$ cat config.mk
export PLATFORM = sky130hd
export DESIGN_NAME = adc_seq_ctrl
export DESIGN_NICKNAME = d
export VERILOG_FILES = /design/src/rtl/adc_seq_pkg.sv /design/src/rtl/adc_clkdiv.sv /design/src/rtl/adc_sar_core.sv /design/src/rtl/adc_cfg_regs.sv /design/src/rtl/adc_seq_ctrl.sv
export SDC_FILE = /design/constraint.sdc
export NUM_CORES = 1
export LEC_CHECK = 0
export ABC_AREA = 1
export CAP_MARGIN = 20
export CORE_MARGIN = 3
export CORE_UTILIZATION = 50
export CTS_CLUSTER_SIZE = 10
export DETAILED_ROUTE_END_ITERATION = 7
export GPL_TIMING_DRIVEN = 0
export PLACE_DENSITY = 0.77
export SLEW_MARGIN = 20
export SYNTH_ARGS = -nofsm -noshare
export SYNTH_HDL_FRONTEND = slang
export SYNTH_HIERARCHICAL = 1
export SYNTH_SLANG_ARGS = --single-unit
$ cat constraint.sdc
create_clock -name clk -period 2.6 [get_ports clk]
set_input_delay 0.52 -clock clk [delete_from_list [all_inputs] [get_ports clk]]
set_output_delay 0.52 -clock clk [all_outputs]
set_load 0.01 [all_outputs]
$ cat src/rtl/adc_seq_pkg.sv
package adc_seq_pkg;

    typedef enum logic [1:0] {
        CK_DIV2  = 2'd0,
        CK_DIV8  = 2'd1,
        CK_DIV32 = 2'd2,
        CK_HOLD  = 2'd3
    } ck_sel_e;

    localparam logic [1:0] A_CKSEL = 2'd0;
    localparam logic [1:0] A_CTRL  = 2'd1;
    localparam logic [1:0] A_FLAG  = 2'd2;

    localparam int DIVW = 5;

    // terminal count of the divider for each select code
    function automatic logic [DIVW-1:0] div_limit(input ck_sel_e s);
        case (s)
            CK_DIV2:  div_limit = 5'd1;
            CK_DIV8:  div_limit = 5'd7;
            CK_DIV32: div_limit = 5'd31;
            default:  div_limit = 5'd31;
        endcase
    endfunction

endpackage

$ cat src/rtl/adc_clkdiv.sv
module adc_clkdiv
    import adc_seq_pkg::*;
(
    input  logic    clk,
    input  logic    rst_n,
    input  logic    restart,
    input  logic    run,
    input  ck_sel_e sel,
    output logic    tick
);

    typedef struct packed {
        logic [DIVW-1:0] cnt;
    } div_st_t;

    div_st_t s_d, s_q;

    always_comb begin
        s_d  = s_q;
        tick = 1'b0;
        if (restart || !run) begin
            s_d.cnt = '0;
        end else if (sel != CK_HOLD) begin
            if (s_q.cnt == div_limit(sel)) begin
                tick    = 1'b1;
                s_d.cnt = '0;
            end else begin
                s_d.cnt = s_q.cnt + 1'b1;
            end
        end
    end

    always_ff @(posedge clk or negedge rst_n) begin
        if (!rst_n) s_q <= '0;
        else        s_q <= s_d;
    end

endmodule

$ cat src/rtl/adc_sar_core.sv
module adc_sar_core #(
    parameter int W = 12
) (
    input  logic         clk,
    input  logic         rst_n,
    input  logic         go,
    input  logic         abort,
    input  logic         tick,
    input  logic         cmp_in,
    output logic         busy,
    output logic         done,
    output logic [W-1:0] trial,
    output logic [W-1:0] result
);

    localparam int IW = $clog2(W);

    typedef struct packed {
        logic          busy;
        logic [IW-1:0] idx;
        logic [W-1:0]  trial;
        logic [W-1:0]  result;
    } sar_st_t;

    sar_st_t      s_d, s_q;
    logic [W-1:0] kept;

    always_comb begin
        s_d          = s_q;
        done         = 1'b0;
        kept         = s_q.trial;
        kept[s_q.idx] = cmp_in;
        if (abort) begin
            s_d.busy  = 1'b0;
            s_d.trial = '0;
        end else if (go) begin
            s_d.busy  = 1'b1;
            s_d.idx   = IW'(W - 1);
            s_d.trial = {1'b1, {(W-1){1'b0}}};
        end else if (s_q.busy && tick) begin
            if (s_q.idx == '0) begin
                s_d.busy   = 1'b0;
                s_d.trial  = kept;
                s_d.result = kept;
                done       = 1'b1;
            end else begin
                s_d.idx   = s_q.idx - 1'b1;
                s_d.trial = kept | (W'(1) << (s_q.idx - 1'b1));
            end
        end
    end

    always_ff @(posedge clk or negedge rst_n) begin
        if (!rst_n) s_q <= '0;
        else        s_q <= s_d;
    end

    assign busy   = s_q.busy;
    assign trial  = s_q.trial;
    assign result = s_q.result;

endmodule

$ cat src/rtl/adc_cfg_regs.sv
module adc_cfg_regs
    import adc_seq_pkg::*;
#(
    parameter int NPINS    = 8,
    parameter int DEADLINE = 10
) (
    input  logic             clk,
    input  logic             rst_n,
    input  logic             wr_en,
    input  logic [1:0]       wr_addr,
    input  logic [7:0]       wr_data,
    input  logic             conv_done,
    output ck_sel_e          cksel,
    output logic [3:0]       chan,
    output logic [NPINS-1:0] pin_mask,
    output logic             start_rise,
    output logic             start_fall,
    output logic             adf,
    output logic             seq_err
);

    localparam int DLW = $clog2(DEADLINE + 1);

    typedef struct packed {
        ck_sel_e        cksel;
        logic           start;
        logic [2:0]     pcfg;
        logic [3:0]     chan;
        logic           adf;
        logic           err;
        logic           armed;
        logic [DLW-1:0] dl;
    } cfg_st_t;

    cfg_st_t s_d, s_q;
    logic    cfg_chg;

    always_comb begin
        s_d        = s_q;
        start_rise = 1'b0;
        start_fall = 1'b0;
        cfg_chg    = 1'b0;
        if (wr_en && wr_addr == A_CKSEL)
            s_d.cksel = ck_sel_e'(wr_data[1:0]);
        if (wr_en && wr_addr == A_CTRL) begin
            s_d.start  = wr_data[7];
            s_d.pcfg   = wr_data[6:4];
            s_d.chan   = wr_data[3:0];
            start_rise = wr_data[7] && !s_q.start;
            start_fall = !wr_data[7] && s_q.start;
            cfg_chg    = (wr_data[6:4] != s_q.pcfg) || (wr_data[3:0] != s_q.chan);
        end
        // start-pulse deadline after a field change
        if (cfg_chg) begin
            s_d.armed = 1'b1;
            s_d.dl    = DLW'(1);
        end else if (s_q.armed) begin
            if (start_fall) begin
                s_d.armed = 1'b0;
            end else if (s_q.dl == DLW'(DEADLINE)) begin
                s_d.armed = 1'b0;
                s_d.err   = 1'b1;
            end else begin
                s_d.dl = s_q.dl + 1'b1;
            end
        end
        // end-of-conversion flag
        if (start_rise)                       s_d.adf = 1'b0;
        else if (conv_done)                   s_d.adf = 1'b1;
        else if (wr_en && wr_addr == A_FLAG)  s_d.adf = 1'b0;
    end

    always_ff @(posedge clk or negedge rst_n) begin
        if (!rst_n) s_q <= '0;
        else        s_q <= s_d;
    end

    for (genvar i = 0; i < NPINS; i++) begin : g_mask
        assign pin_mask[i] = (i < 2 * int'(s_q.pcfg));
    end

    assign cksel   = s_q.cksel;
    assign chan    = s_q.chan;
    assign adf     = s_q.adf;
    assign seq_err = s_q.err;

endmodule

$ cat src/rtl/adc_seq_ctrl.sv
module adc_seq_ctrl
    import adc_seq_pkg::*;
#(
    parameter int W        = 12,
    parameter int NPINS    = 8,
    parameter int DEADLINE = 10
) (
    input  logic             clk,
    input  logic             rst_n,
    input  logic             wr_en,
    input  logic [1:0]       wr_addr,
    input  logic [7:0]       wr_data,
    input  logic             cmp_in,
    input  logic             ie_adc,
    input  logic             ie_glb,
    output logic [3:0]       chan_sel,
    output logic [NPINS-1:0] pin_mask,
    output logic [W-1:0]     dac_code,
    output logic             busy,
    output logic             adf,
    output logic             irq,
    output logic             seq_err,
    output logic [7:0]       res_hi,
    output logic [7:0]       res_lo
);

    // result width must lie between 9 and 16 bits
    localparam int LO = W - 8;

    ck_sel_e      cksel;
    logic         start_rise;
    logic         start_fall;
    logic         div_tick;
    logic         conv_done;
    logic [W-1:0] result;

    adc_cfg_regs #(.NPINS(NPINS), .DEADLINE(DEADLINE)) u_cfg (
        .clk        (clk),
        .rst_n      (rst_n),
        .wr_en      (wr_en),
        .wr_addr    (wr_addr),
        .wr_data    (wr_data),
        .conv_done  (conv_done),
        .cksel      (cksel),
        .chan       (chan_sel),
        .pin_mask   (pin_mask),
        .start_rise (start_rise),
        .start_fall (start_fall),
        .adf        (adf),
        .seq_err    (seq_err)
    );

    adc_clkdiv u_div (
        .clk     (clk),
        .rst_n   (rst_n),
        .restart (start_fall),
        .run     (busy),
        .sel     (cksel),
        .tick    (div_tick)
    );

    adc_sar_core #(.W(W)) u_sar (
        .clk    (clk),
        .rst_n  (rst_n),
        .go     (start_fall),
        .abort  (start_rise),
        .tick   (div_tick),
        .cmp_in (cmp_in),
        .busy   (busy),
        .done   (conv_done),
        .trial  (dac_code),
        .result (result)
    );

    assign irq    = adf & ie_adc & ie_glb;
    assign res_hi = result[W-1:W-8];
    assign res_lo = 8'(result[LO-1:0]) << (8 - LO);

endmodule

==> flow_metrics.env <==
export IMPL_status="finished clean"
export IMPL_arrival_ns=2.64
export IMPL_h_tree_depth=2
export IMPL_setup_viol=0
export IMPL_rr_startpoint="u_cfg/s_q[14]"
export IMPL_grt_antenna_before_repair=0
export IMPL_p_per_area_mw_per_mm2=683
export IMPL_routed_wl_microns=7120
export IMPL_netlist_area_sq_mm=0.00328
export IMPL_final_common_cell="nand2_1"
export IMPL_placed_area_sq_mm=0.00394
export IMPL_fmax_mhz=410
export IMPL_core_sq_mm=0.00613
export IMPL_grt_total_usage_pct=19.6
export IMPL_worst_slack_ns=0.164
export IMPL_hold_class="in -> async"
export IMPL_synth_seq_cells=51
export IMPL_die_w_microns=87.0
export IMPL_synth_cell_types=33
export IMPL_dr_pass1_iters=6
export IMPL_tightest_slew_ns=0.646
export IMPL_relSlewSlack_pct=56.9
export IMPL_reg2reg_depth=15
export IMPL_wl_per_cell_microns=12.1
export IMPL_fin_tns_setup_ns=0
export IMPL_portBuffers=55
export IMPL_clockBufferDepth=2
export IMPL_critical_path_class="in -> reg"
export IMPL_cap_viol_max_count=0
export IMPL_drt_iter0_drc=225
export IMPL_drc=0
export IMPL_ios=60
export IMPL_synth_yosys_warnings=6
export IMPL_die_area_sq_mm=0.00757
export IMPL_clk_latency_ns=0.31
export IMPL_cp_end_kind="flop"
export IMPL_cts_tree="built"
export IMPL_path_clk_slew_ns=0.10
export IMPL_final_cell_mix="nand2_1, inv_1, clkdlybuf4s50_1, dfrtp_1, buf_4"
export IMPL_viasPerCell=4.89
export IMPL_fin_crit_ns=2.44
export IMPL_hpwl_microns=5410
export IMPL_crit_fanout=10
export IMPL_place_ws_ns=-0.393
export IMPL_final_max_slew_viol_count=0
export IMPL_cts_made_buffers=5
export IMPL_clock_root_buffer="clkbuf_8"
export IMPL_cp_start_kind="input port"
export IMPL_p_leak_nw=2.14
export IMPL_areaGrowthSynthToFinish_pct=25.8
export IMPL_hold_viol_final=0
export IMPL_finalNetCount=537
export IMPL_fillerInstances=533
export IMPL_required_ns=2.80
export IMPL_period_share_pct=93.7
export IMPL_ir_worst_vdd_v=0.000548
export IMPL_avgSynthCellArea_sq_um=7.44
export IMPL_r2r_end="u_sar/result[10]"
export IMPL_num_rows=28
export IMPL_gp_congestion=0.882
export IMPL_yosysSeqAreaShare_pct=38.9
export IMPL_grt_ovfl_total=0
export IMPL_clock_sinks=51
export IMPL_ant_nets=0
export IMPL_antenna_diode_count=0
export IMPL_syn_inst=441
export IMPL_drive_above_1_share_pct=18.4
export IMPL_grt_pass1_wl_microns=11900
export IMPL_die_h_microns=87.0
export IMPL_vias=2867
export IMPL_r2r_setup_slack_ns=0.58
export IMPL_fin_area_sq_mm=0.00413
export IMPL_initial_core_util_pct=53.5
export IMPL_skew_ns=0.0119
export IMPL_grt_max_degree=52
export IMPL_hold_buffers=0
export IMPL_fin_hold_ws_ns=0.235
export IMPL_first_global_vias=2663
[cell usage after synthesis]
library cell / n / share of area, %
inv_4: 1 / 0.19
nand2_2: 7 / 1.3
inv_2: 4 / 0.46
nor2_1: 34 / 3.9
a21oi_1: 9 / 1.4
nand3b_1: 2 / 0.46
o21a_1: 1 / 0.23
a22oi_1: 2 / 0.46
o21ai_0: 18 / 2.7
ha_1: 11 / 4.2
clkbuf_1: 1 / 0.11
or2_0: 1 / 0.19
buf_4: 39 / 8.9
o211ai_1: 2 / 0.46
conb_1: 1 / 0.11
buf_6: 3 / 1.0
nor2_2: 3 / 0.57
xor2_1: 1 / 0.27
nor2_4: 2 / 0.69
a21oi_2: 1 / 0.27
nor3_2: 1 / 0.31
o22ai_1: 1 / 0.19
nand3_1: 32 / 4.9
inv_1: 59 / 6.7
nand3_4: 1 / 0.53
o21bai_1: 3 / 0.69
or2_2: 1 / 0.19
nand4_1: 3 / 0.57
o21ai_1: 12 / 1.8
o21ai_2: 8 / 2.1
nand2_1: 123 / 14
dfrtp_1: 51 / 39
nand2_4: 3 / 1.0
[sequential cells by signal, indices dropped and copies added, names as in the netlist]
register,cells
u_sar/trial,12
u_cfg/chan,4
u_sar/busy,1
u_sar/result,12
u_cfg/cksel,2
u_cfg/s_q,9
u_sar/s_q,4
u_cfg/adf,1
u_div/s_q,5
u_cfg/seq_err,1
[metal layers]
metal	share of wire (%)	global-route usage, %	up-vias
li1	-	-	1476
met1	45	26.3	1319
met2	50	33.2	68
met3	4.0	3.50	4
met4	0.55	4.25	0
met5	0	0	-
[kinds of logic (layout without fill, tap and decap cells)]
family                   count (synthesis)  in the layout  share of synthesized area (%)
AO/OA/AOI/OAI                           57             57                           10.4
XOR/XNOR                                 1              1                          0.267
adder cells (fa/ha/maj)                 11             11                           4.19
buffers and inverters                  107            174                           17.5
flip-flops                              51             51                           38.9
other                                    1              4                          0.114
AND/OR/NAND/NOR                        213            213                           28.7
[worst max-delay path, stage by stage]
cell	delay (ns)
clkdlybuf4s50_1	0.47
inv_1	0.08
nand3_4	0.11
inv_2	0.07
nand2_4	0.08
clkinvlp_4	0.12
nor2_4	0.15
inv_1	0.08
nor3_2	0.19
nand2_2	0.12
inv_4	0.10
nand2_4	0.08
inv_4	0.11
nand2_4	0.07
buf_6	0.15
nand2_1	0.06
o21ai_0	0.07
[per-stage QoR]
step / instances / power (mW) / util (%)
after floorplan: 444 / 1.82 / -
after global placement: 574 / 2.12 / 64.2
after detailed placement: 574 / 2.16 / 64.2
after CTS: 584 / 2.82 / 66.8
after global routing: 586 / 3.03 / 67.4
final: 586 / 2.82 / 67.4
[where the power goes]
group / switching (mW) / leakage, nW / internal, mW
sequential: 0.136 / 0.666 / 0.911
combinational: 0.643 / 1.41 / 0.475
clock: 0.273 / 0.0644 / 0.384
total: 1.05 / 2.14 / 1.77
[worst max path at each step]
stage                                   to  startpoint  slack (ns)
after floorplan           u_sar/result[10]  wr_addr[1]        0.49
after global placement     u_sar/result[3]       rst_n       -0.55
final                     u_sar/result[10]  wr_addr[1]        0.16
after CTS                   u_sar/trial[5]  wr_addr[1]        0.04
after global routing        u_sar/trial[0]  wr_addr[1]      -0.001
after detailed placement  u_sar/result[10]  wr_addr[1]       -0.39
[layout make-up]
type                       count  area (sq um)  area share, %
clock inverter                 3          67.6           1.64
inverter                      64           249           6.03
tap                           75          93.8           2.27
clock buffer                   5          68.8           1.67
multi-input combinational    286          1470           35.5
timing repair buffer          59           578           14.0
buffer                        43           330           8.00
sequential                    51          1280           30.9
[timing repair]
action                                  CTS  global route
gates cloned                              0             0
pin swaps                                 0             0
endpoints found under the setup margin   14            27
buffers inserted                          2             2
resized for setup                         2             8
Power figures use the tool's default switching activity.
